`src/rtl/ivc_pkg.sv`:
```
package ivc_pkg;
   localparam int unsigned BUS_DW = 32;
   localparam int unsigned BUS_AW = 8;

   localparam logic [BUS_AW-1:0] RA_RAW      = 8'h00;
   localparam logic [BUS_AW-1:0] RA_MASKED   = 8'h01;
   localparam logic [BUS_AW-1:0] RA_CLASS    = 8'h02;
   localparam logic [BUS_AW-1:0] RA_ENABLE   = 8'h03;
   localparam logic [BUS_AW-1:0] RA_EN_SET   = 8'h04;
   localparam logic [BUS_AW-1:0] RA_EN_CLR   = 8'h05;
   localparam logic [BUS_AW-1:0] RA_DEFAULT  = 8'h06;
   localparam logic [BUS_AW-1:0] RA_HANDLER  = 8'h07;
   localparam logic [BUS_AW-1:0] RA_SLOT_ADR = 8'h40;
   localparam logic [BUS_AW-1:0] RA_SLOT_CTL = 8'h80;

   localparam int unsigned CTL_EN_BIT   = 5;
   localparam int unsigned MAX_SLOTS    = 64;
endpackage

```
`src/rtl/ivc_regs.sv`:
```
module ivc_regs
   import ivc_pkg::*;
#(
   parameter int unsigned NSRC  = 32,
   parameter int unsigned NSLOT = 16,
   parameter int unsigned AW    = 32,
   localparam int unsigned SW   = $clog2(NSRC)
) (
   input  logic                       clk,
   input  logic                       rst_n,
   input  logic                       bus_sel,
   input  logic                       bus_wr,
   input  logic [BUS_AW-1:0]          bus_addr,
   input  logic [BUS_DW-1:0]          bus_wdata,
   output logic [BUS_DW-1:0]          bus_rdata,
   input  logic [NSRC-1:0]            src_i,
   input  logic [AW-1:0]              cur_addr,
   output logic [NSRC-1:0]            class_q,
   output logic [NSRC-1:0]            en_q,
   output logic [AW-1:0]              def_q,
   output logic [NSLOT-1:0][AW-1:0]   slot_addr_q,
   output logic [NSLOT-1:0][SW-1:0]   slot_src_q,
   output logic [NSLOT-1:0]           slot_en_q
);
   logic wr_en;
   assign wr_en = bus_sel & bus_wr;

   always_ff @(posedge clk) begin
      if (!rst_n) begin
         class_q <= '0;
         en_q    <= '0;
         def_q   <= '0;
      end else if (wr_en) begin
         case (bus_addr)
            RA_CLASS:   class_q <= bus_wdata[NSRC-1:0];
            RA_ENABLE:  en_q    <= bus_wdata[NSRC-1:0];
            RA_EN_SET:  en_q    <= en_q | bus_wdata[NSRC-1:0];
            RA_EN_CLR:  en_q    <= en_q & ~bus_wdata[NSRC-1:0];
            RA_DEFAULT: def_q   <= bus_wdata[AW-1:0];
            default: ;
         endcase
      end
   end

   for (genvar s = 0; s < NSLOT; s++) begin : g_slot
      localparam logic [BUS_AW-1:0] A_ADR = RA_SLOT_ADR + BUS_AW'(s);
      localparam logic [BUS_AW-1:0] A_CTL = RA_SLOT_CTL + BUS_AW'(s);
      always_ff @(posedge clk) begin
         if (!rst_n) begin
            slot_addr_q[s] <= '0;
            slot_src_q[s]  <= '0;
            slot_en_q[s]   <= 1'b0;
         end else if (wr_en && bus_addr == A_ADR) begin
            slot_addr_q[s] <= bus_wdata[AW-1:0];
         end else if (wr_en && bus_addr == A_CTL) begin
            slot_src_q[s]  <= bus_wdata[SW-1:0];
            slot_en_q[s]   <= bus_wdata[CTL_EN_BIT];
         end
      end
   end

   always_comb begin
      bus_rdata = '0;
      if (bus_sel) begin
         case (bus_addr)
            RA_RAW:     bus_rdata = BUS_DW'(src_i);
            RA_MASKED:  bus_rdata = BUS_DW'(src_i & en_q);
            RA_CLASS:   bus_rdata = BUS_DW'(class_q);
            RA_ENABLE:  bus_rdata = BUS_DW'(en_q);
            RA_DEFAULT: bus_rdata = BUS_DW'(def_q);
            RA_HANDLER: bus_rdata = BUS_DW'(cur_addr);
            default: ;
         endcase
         for (int s = 0; s < NSLOT; s++) begin
            if (bus_addr == RA_SLOT_ADR + BUS_AW'(s))
               bus_rdata = BUS_DW'(slot_addr_q[s]);
            if (bus_addr == RA_SLOT_CTL + BUS_AW'(s)) begin
               bus_rdata = BUS_DW'(slot_src_q[s]);
               bus_rdata[CTL_EN_BIT] = slot_en_q[s];
            end
         end
      end
   end

   assert_enable_set_R9: assert property (@(posedge clk) disable iff (!rst_n)
      (wr_en && bus_addr == RA_EN_SET) |=>
      ((en_q & $past(bus_wdata[NSRC-1:0])) == $past(bus_wdata[NSRC-1:0])));
   assert_enable_clr_R9: assert property (@(posedge clk) disable iff (!rst_n)
      (wr_en && bus_addr == RA_EN_CLR) |=>
      ((en_q & $past(bus_wdata[NSRC-1:0])) == '0));
   assert_default_write_R10: assert property (@(posedge clk) disable iff (!rst_n)
      (wr_en && bus_addr == RA_DEFAULT) |=> (def_q == $past(bus_wdata[AW-1:0])));
   assert_idle_stable_R10: assert property (@(posedge clk) disable iff (!rst_n)
      !bus_sel |=> ($stable(class_q) && $stable(en_q) && $stable(def_q)));
endmodule

```
`src/rtl/ivc_prio.sv`:
```
module ivc_prio #(
   parameter int unsigned NSRC  = 32,
   parameter int unsigned NSLOT = 16,
   parameter int unsigned AW    = 32,
   localparam int unsigned SW   = $clog2(NSRC)
) (
   input  logic                      clk,
   input  logic                      rst_n,
   input  logic [NSRC-1:0]           irq_act,
   input  logic [NSLOT-1:0][SW-1:0]  slot_src,
   input  logic [NSLOT-1:0]          slot_en,
   input  logic [NSLOT-1:0][AW-1:0]  slot_addr,
   input  logic [AW-1:0]             def_addr,
   output logic [AW-1:0]             vec_addr,
   output logic                      vec_hit
);
   logic [NSLOT-1:0] slot_hit;

   for (genvar s = 0; s < NSLOT; s++) begin : g_hit
      assign slot_hit[s] = slot_en[s] & irq_act[slot_src[s]];
   end

   always_comb begin
      vec_addr = def_addr;
      vec_hit  = 1'b0;
      for (int s = NSLOT - 1; s >= 0; s--) begin
         if (slot_hit[s]) begin
            vec_addr = slot_addr[s];
            vec_hit  = 1'b1;
         end
      end
   end

   assert_idle_default_R7: assert property (@(posedge clk) disable iff (!rst_n)
      (irq_act == '0) |-> (vec_addr == def_addr && !vec_hit));
   assert_slot0_first_R6: assert property (@(posedge clk) disable iff (!rst_n)
      slot_hit[0] |-> (vec_addr == slot_addr[0]));
endmodule

```
`src/rtl/irq_vector_ctrl.sv`:
```
module irq_vector_ctrl
   import ivc_pkg::*;
#(
   parameter int unsigned NSRC  = 32,
   parameter int unsigned NSLOT = 16,
   parameter int unsigned AW    = 32
) (
   input  logic              clk,
   input  logic              rst_n,
   input  logic [NSRC-1:0]   src_i,
   input  logic              bus_sel,
   input  logic              bus_wr,
   input  logic [BUS_AW-1:0] bus_addr,
   input  logic [BUS_DW-1:0] bus_wdata,
   output logic [BUS_DW-1:0] bus_rdata,
   output logic              irq_o,
   output logic              fiq_o,
   output logic [AW-1:0]     vec_addr_o
);
   localparam int unsigned SW = $clog2(NSRC);

   if (NSRC < 2 || NSRC > BUS_DW) begin : g_bad_nsrc
      $error("NSRC must lie in 2..BUS_DW");
   end
   if (SW > CTL_EN_BIT) begin : g_bad_field
      $error("source field overlaps slot enable bit");
   end
   if (NSLOT < 1 || NSLOT > MAX_SLOTS) begin : g_bad_nslot
      $error("NSLOT must lie in 1..MAX_SLOTS");
   end
   if (AW > BUS_DW) begin : g_bad_aw
      $error("AW must not exceed the bus width");
   end

   logic [NSRC-1:0]          class_q, en_q, act, irq_act, fiq_act;
   logic [AW-1:0]            def_q;
   logic [NSLOT-1:0][AW-1:0] slot_addr_q;
   logic [NSLOT-1:0][SW-1:0] slot_src_q;
   logic [NSLOT-1:0]         slot_en_q;
   logic                     vec_hit;

   ivc_regs #(.NSRC(NSRC), .NSLOT(NSLOT), .AW(AW)) u_regs (
      .clk(clk), .rst_n(rst_n),
      .bus_sel(bus_sel), .bus_wr(bus_wr), .bus_addr(bus_addr),
      .bus_wdata(bus_wdata), .bus_rdata(bus_rdata),
      .src_i(src_i), .cur_addr(vec_addr_o),
      .class_q(class_q), .en_q(en_q), .def_q(def_q),
      .slot_addr_q(slot_addr_q), .slot_src_q(slot_src_q), .slot_en_q(slot_en_q)
   );

   assign act     = src_i & en_q;
   assign irq_act = act & ~class_q;
   assign fiq_act = act & class_q;
   assign irq_o   = |irq_act;
   assign fiq_o   = |fiq_act;

   ivc_prio #(.NSRC(NSRC), .NSLOT(NSLOT), .AW(AW)) u_prio (
      .clk(clk), .rst_n(rst_n),
      .irq_act(irq_act), .slot_src(slot_src_q), .slot_en(slot_en_q),
      .slot_addr(slot_addr_q), .def_addr(def_q),
      .vec_addr(vec_addr_o), .vec_hit(vec_hit)
   );

   assert_disabled_quiet_R3: assert property (@(posedge clk) disable iff (!rst_n)
      (en_q == '0) |-> (!irq_o && !fiq_o && vec_addr_o == def_q));
   assert_fiq_has_class_R2: assert property (@(posedge clk) disable iff (!rst_n)
      fiq_o |-> ((src_i & class_q) != '0));
   assert_irq_has_normal_R2: assert property (@(posedge clk) disable iff (!rst_n)
      irq_o |-> ((src_i & ~class_q) != '0));
   assert_hit_needs_irq_R4: assert property (@(posedge clk) disable iff (!rst_n)
      vec_hit |-> irq_o);
   assert_reset_clear_R1: assert property (@(posedge clk)
      $past(!rst_n) |-> (en_q == '0 && class_q == '0 && slot_en_q == '0));
endmodule

```
`config.mk`:
```
export PLATFORM = sky130hd
export DESIGN_NAME = irq_vector_ctrl
export DESIGN_NICKNAME = d
export VERILOG_FILES = /design/src/rtl/ivc_pkg.sv /design/src/rtl/ivc_regs.sv /design/src/rtl/ivc_prio.sv /design/src/rtl/irq_vector_ctrl.sv
export SDC_FILE = /design/constraint.sdc
export NUM_CORES = 2
export LEC_CHECK = 0
export ABC_CLOCK_PERIOD_IN_PS = 3100
export BUFFER_PORTS_ARGS = -buffer_cell sky130_fd_sc_hd__buf_4
export CELL_PAD_IN_SITES_DETAIL_PLACEMENT = 1
export CELL_PAD_IN_SITES_GLOBAL_PLACEMENT = 1
export CORE_MARGIN = 8
export CORE_UTILIZATION = 35
export DETAILED_ROUTE_END_ITERATION = 8
export PLACE_DENSITY_LB_ADDON = 0.1
export RECOVER_POWER = 100
export SLEW_MARGIN = 20
export SYNTH_ARGS = -nofsm -noshare
export SYNTH_HDL_FRONTEND = slang
export SYNTH_SLANG_ARGS = --single-unit
```
`constraint.sdc`:
```
create_clock -name clk -period 3.1 [get_ports clk]
set_clock_uncertainty 0.15 [all_clocks]
set_input_delay 0.155 -clock clk [delete_from_list [all_inputs] [get_ports clk]]
set_output_delay 0.155 -clock clk [all_outputs]
set_load 0.01 [all_outputs]
```
Yosys cells after proc, flatten, opt, wreduce, memory -nomap -nowiden
Cells that the tools add are included.
{ "classes": {"n_addsub": 0, "multipliers": 0, "div": 0, "magnitude_cmp": 16, "n_eq_ne": 39, "shift": 0, "n_mux": 83, "n_bitwise": 40, "reduce_logical": 55} }
{ "ops": {"columns": ["op", "n"], "rows": [
  ["$mux W32", 49],
  ["$pmux W32 S6", 1],
  ["$and A32 B32 Y32", 4],
  ["$eq A8 B7 Y1 const B", 16],
  ["$eq A8 B8 Y1 const B", 16],
  ["$lt A5 B6 Y1 const B", 16],
  ["$pmux W32 S3", 1],
  ["$bmux W1 S5", 16],
  ["$not A32 Y32", 2],
  ["$reduce_or A32 Y1", 2],
  ["$reduce_and A2 Y1", 19],
  ["$eq A8 B3 Y1 const B", 4],
  ["$logic_and A1 B1 Y1", 32],
  ["$or A32 B32 Y32", 1],
  ["$and A1 B1 Y1", 17],
  ["$eq A8 B2 Y1 const B", 2],
  ["$mux W1", 16],
  ["$not A1 Y1", 16],
  ["$eq A8 B1 Y1 const B", 1],
  ["$logic_not A8 Y1", 1],
  ["$reduce_bool A3 Y1", 1]
]} }
{ "totals": {"register_bits": 704, "latchBits": 0, "ramBits": 0, "mem_bits_ro": 0, "inputBits": 76, "word_cells": 284, "n_memories": 0} }

Depth between registers and ports, before layout
{ "depth": {"word_depth": 55, "ltp_mapped": 14, "ltp_nobuf": 10} }

Modules after synthesis
A second synthesis with hierarchy kept.
{ "hier_totals": {"hier_cells": 5468, "area_unflattened_um2": 43058.8} }
{ "modules_own_cells": {"columns": ["module", "n_inst", "cells_each", "area_per_inst_um2", "seq_area_each_um2"], "rows": [
  ["ivc_regs", 1, 4122, 32778.9, 14093.5],
  ["ivc_prio", 1, 1226, 9676.8, 0.0],
  ["irq_vector_ctrl", 1, 120, 603.1, 0.0]
]} }

Least setup slack after synthesis
Ideal clock, no wire load.
{ "synth_timing": {"path_type": "register -> output", "startpoint": "register u_regs.en_q[31]", "endpoint": "output port bus_rdata[25]", "arrival_time_ns": 3.231, "required_ns": 2.795, "setup_slack_ns": -0.436, "stages_incl_launch_ff": 13, "path_buffers": 2, "cell_sequence": "dfxtp_1 > buf_2 > nand3b_4 > buf_2 > mux4_2 > mux2_2 > mux4_2 > o211ai_4 > nor2_2 > a22o_1 > o41ai_2 > a21o_1 > a31o_1"} }
{ "synth_via": {"elab_chain_cells": 55} }
{ "synth_lines": {"columns": ["element", "line", "source"], "rows": [
  ["start: declaration", "ivc_regs.sv:19", "output logic [NSRC-1:0] en_q,"],
  ["start signal: assignment", "ivc_regs.sv:36", "RA_ENABLE: en_q <= bus_wdata[NSRC-1:0];"],
  ["start signal: assignment", "ivc_regs.sv:37", "RA_EN_SET: en_q <= en_q | bus_wdata[NSRC-1:0];"],
  ["start signal: assignment", "ivc_regs.sv:38", "RA_EN_CLR: en_q <= en_q & ~bus_wdata[NSRC-1:0];"],
  ["$and A32 B32 Y32 *", "irq_vector_ctrl.sv:51", "assign act = src_i & en_q;"],
  ["$and A32 B32 Y32 *", "irq_vector_ctrl.sv:52", "assign irq_act = act & ~class_q;"],
  ["$bmux W1 S5", "ivc_prio.sv:20", "assign slot_hit[s] = slot_en[s] & irq_act[slot_src[s]];"],
  ["$mux W1 (not written as such)", "ivc_prio.sv:20", null],
  ["$and A1 B1 Y1", "ivc_prio.sv:20", null],
  ["$mux W32 (15 in series)", "ivc_prio.sv:27", "if (slot_hit[s]) begin"],
  ["$mux W32 *", "ivc_prio.sv:27", null],
  ["net vec_addr_o[25]", "irq_vector_ctrl.sv:18", "output logic [AW-1:0] vec_addr_o"],
  ["[... 26 more ...]", null, null],
  ["$mux W32 *", "ivc_regs.sv:77", "if (bus_addr == RA_SLOT_CTL + BUS_AW'(s)) begin"],
  ["$mux W32 *", "ivc_regs.sv:75", "if (bus_addr == RA_SLOT_ADR + BUS_AW'(s))"],
  ["$mux W32 *", "ivc_regs.sv:77", null],
  ["$mux W32 *", "ivc_regs.sv:75", null],
  ["$mux W32 *", "ivc_regs.sv:77", null],
  ["$mux W32 *", "ivc_regs.sv:75", null],
  ["$mux W32 *", "ivc_regs.sv:77", null],
  ["$mux W32 *", "ivc_regs.sv:64", "if (bus_sel) begin"],
  ["end: declaration", "irq_vector_ctrl.sv:15", "output logic [BUS_DW-1:0] bus_rdata,"]
]} }
The timed path passes the listed nets; every way through them passes the cells marked *. The select of a mux whose other input is x is not followed.

Worst setup path after layout
{ "layout_timing": {"startpoint": "register u_regs.class_q[8]", "endpoint": "output port bus_rdata[14]"} }
{ "layout_via": {"elab_chain_cells": 55} }
{ "layout_lines": {"columns": ["element", "line", "source"], "rows": [
  ["start: declaration", "ivc_regs.sv:18", "output logic [NSRC-1:0] class_q,"],
  ["start signal: assignment", "ivc_regs.sv:35", "RA_CLASS: class_q <= bus_wdata[NSRC-1:0];"],
  ["$not A32 Y32 *", "irq_vector_ctrl.sv:52", null],
  ["$and A32 B32 Y32 *", "irq_vector_ctrl.sv:52", null],
  ["$bmux W1 S5", "ivc_prio.sv:20", null],
  ["$mux W1 (not written as such)", "ivc_prio.sv:20", null],
  ["$and A1 B1 Y1", "ivc_prio.sv:20", null],
  ["$mux W32 (15 in series)", "ivc_prio.sv:27", null],
  ["$mux W32 *", "ivc_prio.sv:27", null],
  ["$pmux W32 S6 *", "ivc_regs.sv:65", "case (bus_addr)"],
  ["[... 25 more ...]", null, null],
  ["$mux W32 *", "ivc_regs.sv:77", null],
  ["$mux W32 *", "ivc_regs.sv:75", null],
  ["$mux W32 *", "ivc_regs.sv:77", null],
  ["$mux W32 *", "ivc_regs.sv:75", null],
  ["$mux W32 *", "ivc_regs.sv:77", null],
  ["$mux W32 *", "ivc_regs.sv:75", null],
  ["$mux W32 *", "ivc_regs.sv:77", null],
  ["$mux W32 *", "ivc_regs.sv:64", null]
]} }
Mark *: on every way between the ends. The rest lies on a longest branch, timed or not. The select of a mux whose other input is x is not followed.

==> flow_summary.yaml <==
clock_tree:
  cts_made_buffers: 90
  clock_sinks: 704
  tritoncts: "done"
  htreeDepth: 3
  cts-root-buf: "clkbuf_16"
  cts.path.max_buffers: 3
  clock_latency_ns: 0.71
  clk_pin_slew_worst_paths_ns: 0.06
final_layout:
  final_cell_mix: "nand2_1, buf_4, a21boi_0"
  utilization_pct: 48.4
  finalNetCount: 6497
  syn2layout_area_growth_pct: 37.9
  final-seq-area_um2: 14100
  final_common_cell: "nand2_1"
  drive_gt1_share_pct: 29.1
  multi_input_area_um2: 29200
  n_fill_cell: 14700
power_and_ir_drop:
  vdd_drop_max_uv: 505
  powerDensity_nw_per_um2: 360
  leakage_nw: 21.4
place:
  gp_congestion: 1.09
  hpwl_um: 214000
  portBuffers: 141
worst_hold_path:
  hold_class: "input pin to flop"
drt:
  dr_total_vias: 52700
  routedWlPerCell_um: 36.0
  viasPerCell: 6.47
  drc_errors: 0
  routed_wl_um: 294000
  drt-pass1-iter-count: 9
  drtIter0Drc: 6224
  final_antenna_net_count: 0
yosys:
  postSynthCellCount: 5621
  synth_top_area_share_pct: 32.1
  syn_nets: 5697
  synth_edf_count: 0
  synthSimpleGateAreaFrac_pct: 22.2
  seq_area_frac_synth_pct: 32.1
  synth.area.top_cells: "dfxtp_1, nand2_1, a21boi_0"
  yosysTopAreaCell: "dfxtp_1"
  synth.cell_area_um2: 43900
  synthMuxAreaShare_pct: 9.39
  synthAdderAreaFrac_pct: 0
  synth-xor-area-share_pct: 0
  syn_area_per_cell_um2: 7.81
  ys_seq_elements: 704
  synthArstFlopShare_pct: 0
  ys_warn_count: 0
  synth_top_family_by_area: "compound AO/OA/AOI/OAI gates"
  synth-compound-area-share_pct: 30.7
  synth_cell_types: 91
  synth_ff_type: "dfxtp_1"
timing:
  min_period_ns: 5.00
  finalSetupViolations: 355
  slew_headroom_pct: -28.1
  hold_violations: 0
  fin_crit_sh_pct: 161
  timing.hold.ws_ns: 0.119
  drv_slew: 22
  max_freq_mhz: 200
  worst_slew_pin_slew_ns: 1.92
  setup_ws_ns: -1.90
  grt_setup_unrepaired: "true"
global_route:
  antenna_found_initial: 11
  grt_pass1_wl_um: 405000
  grt_overflow_total: 0
  grt_pass1_vias: 52100
  grt_start_max_net_pins: 126
  grt_usage_pct: 41.1
floorplanning:
  die_y_um: 370
  die_area_um2: 137000
  core_area_um2: 125000
  io_pins: 142
  fp.dieW_um: 370
  rows: 130
  initial_utilization_pct: 35.1
setup_path:
  criticalPathCategory: "flop to output port"
  crit_path_end_kind: "output port"
  crit_arrival_ns: 4.69
  cp_data_required_time_ns: 2.79
  worstPathMaxFanout: 10
  critPathLaunchType: "flop"
status:
  violations: "max-capacitance violations, max-slew violations, negative setup slack"
  status: "finished, violations left"
job:
  cap_violations: 1
[synthesized netlist by cell type, types with 23 or more instances]
cell type / number
o2111ai_1: 49
a21oi_1: 131
a221o_1: 27
nand4_1: 23
nand2b_1: 32
dfxtp_1: 704
mux2_2: 63
o21ai_0: 221
a211oi_1: 31
buf_1: 39
clkbuf_1: 476
a31oi_1: 59
o221ai_1: 33
nor3_1: 34
o22ai_1: 31
a222oi_1: 53
buf_2: 46
mux4_2: 108
nor2b_1: 44
a22o_1: 33
nand2_1: 1575
nor2_1: 178
mux2i_1: 65
inv_1: 41
a21boi_0: 699
nand3_1: 175
a22oi_1: 113
a221oi_1: 118
nand3b_1: 46
o211ai_1: 26
[final timing paths]
check	cells after the start	to	slack [ns]	startpoint
max	15	bus_rdata[14]	-1.90	u_regs.class_q[8]
min	7	u_regs.slot_src_q[40]	0.12	bus_addr[2]
max reg2reg	3	u_regs.class_q[17]	1.57	u_regs.class_q[17]
min reg2reg	2	u_regs.slot_addr_q[481]	0.32	u_regs.slot_addr_q[481]
[metrics by stage]
step | power (mW) | cell area (um^2) | instances | worst slack, ns | TNS, ns
finish | 21.8 | 60500 | 8152 | -1.90 | -160.33
global route | 22.2 | 60500 | 8146 | -1.96 | -152.86
CTS | 21.8 | 59800 | 8119 | -1.81 | -106.59
detailed placement | 10.5 | 55200 | 7894 | -1.36 | -86.94
global placement | 10.5 | 55200 | 7894 | -1.35 | -80.40
floorplan | 9.78 | 44300 | 5621 | -0.352 | -15.69
[flip-flops by register name, indices dropped and copies added, names as in the netlist]
| register | flops |
|---|---|
| u_regs.slot_addr_q | 512 |
| u_regs.slot_src_q | 80 |
| u_regs.def_q | 32 |
| u_regs.en_q | 32 |
| u_regs.class_q | 32 |
| u_regs.slot_en_q | 16 |
[report_power, final]
group,switching (mW),internal [mW],leakage (nW)
combinational,0.920,0.454,14.2
clock,4.76,6.58,1.52
sequential,0.00769,9.05,5.67
total,5.69,16.1,21.4
[cell families after synthesis]
group | count (synthesis)
AOI/OAI and AO/OA | 1814
buffers and inverters | 614
DFF | 704
and+or+nand+nor | 2240
muxes | 249
[layer usage]
layer | track usage (%) | wire length [um] | part of all wire (%) | vias to the layer above
li1 | - | - | - | 22000
met1 | 52.3 | 117000 | 40 | 26700
met2 | 62.6 | 125000 | 43 | 3071
met3 | 9.26 | 27800 | 9.5 | 880
met4 | 26.3 | 23700 | 8.1 | 10
met5 | 0 | 68 | 0.023 | -
[worst max-delay path: stages, from the launching register on]
cell	delay, ns
dfxtp_2	0.32
nand3b_1	0.28
buf_6	0.20
mux4_2	0.46
mux2_2	0.28
mux4_2	0.56
nor2_4	0.16
nor3_4	0.07
buf_12	0.16
buf_8	0.15
a222oi_1	0.53
a31oi_1	0.20
a21oi_1	0.15
buf_4	0.15
o221ai_2	0.11
buf_4	0.19
[area by class of cell]
cell class	count	share of cell area, %
Tap cell	1650	3.41
Inverter	43	0.273
Clock inverter	43	0.966
Multi-Input combinational cell	4304	48.2
Timing Repair Buffer	1278	19.6
Sequential cell	704	23.3
Clock buffer	122	4.17
Antenna cell	8	0.0331
[what timing repair did]
item                                    4_1_cts  5_1_grt
gates resized for setup                     188      156
hold buffers                                 36        0
setup buffers                                29       36
endpoints found under the hold margin       700        0
endpoints found under the setup margin       64       64
cloned                                        3        1
pin swaps                                    51       85
Power figures use the tool's default switching activity.
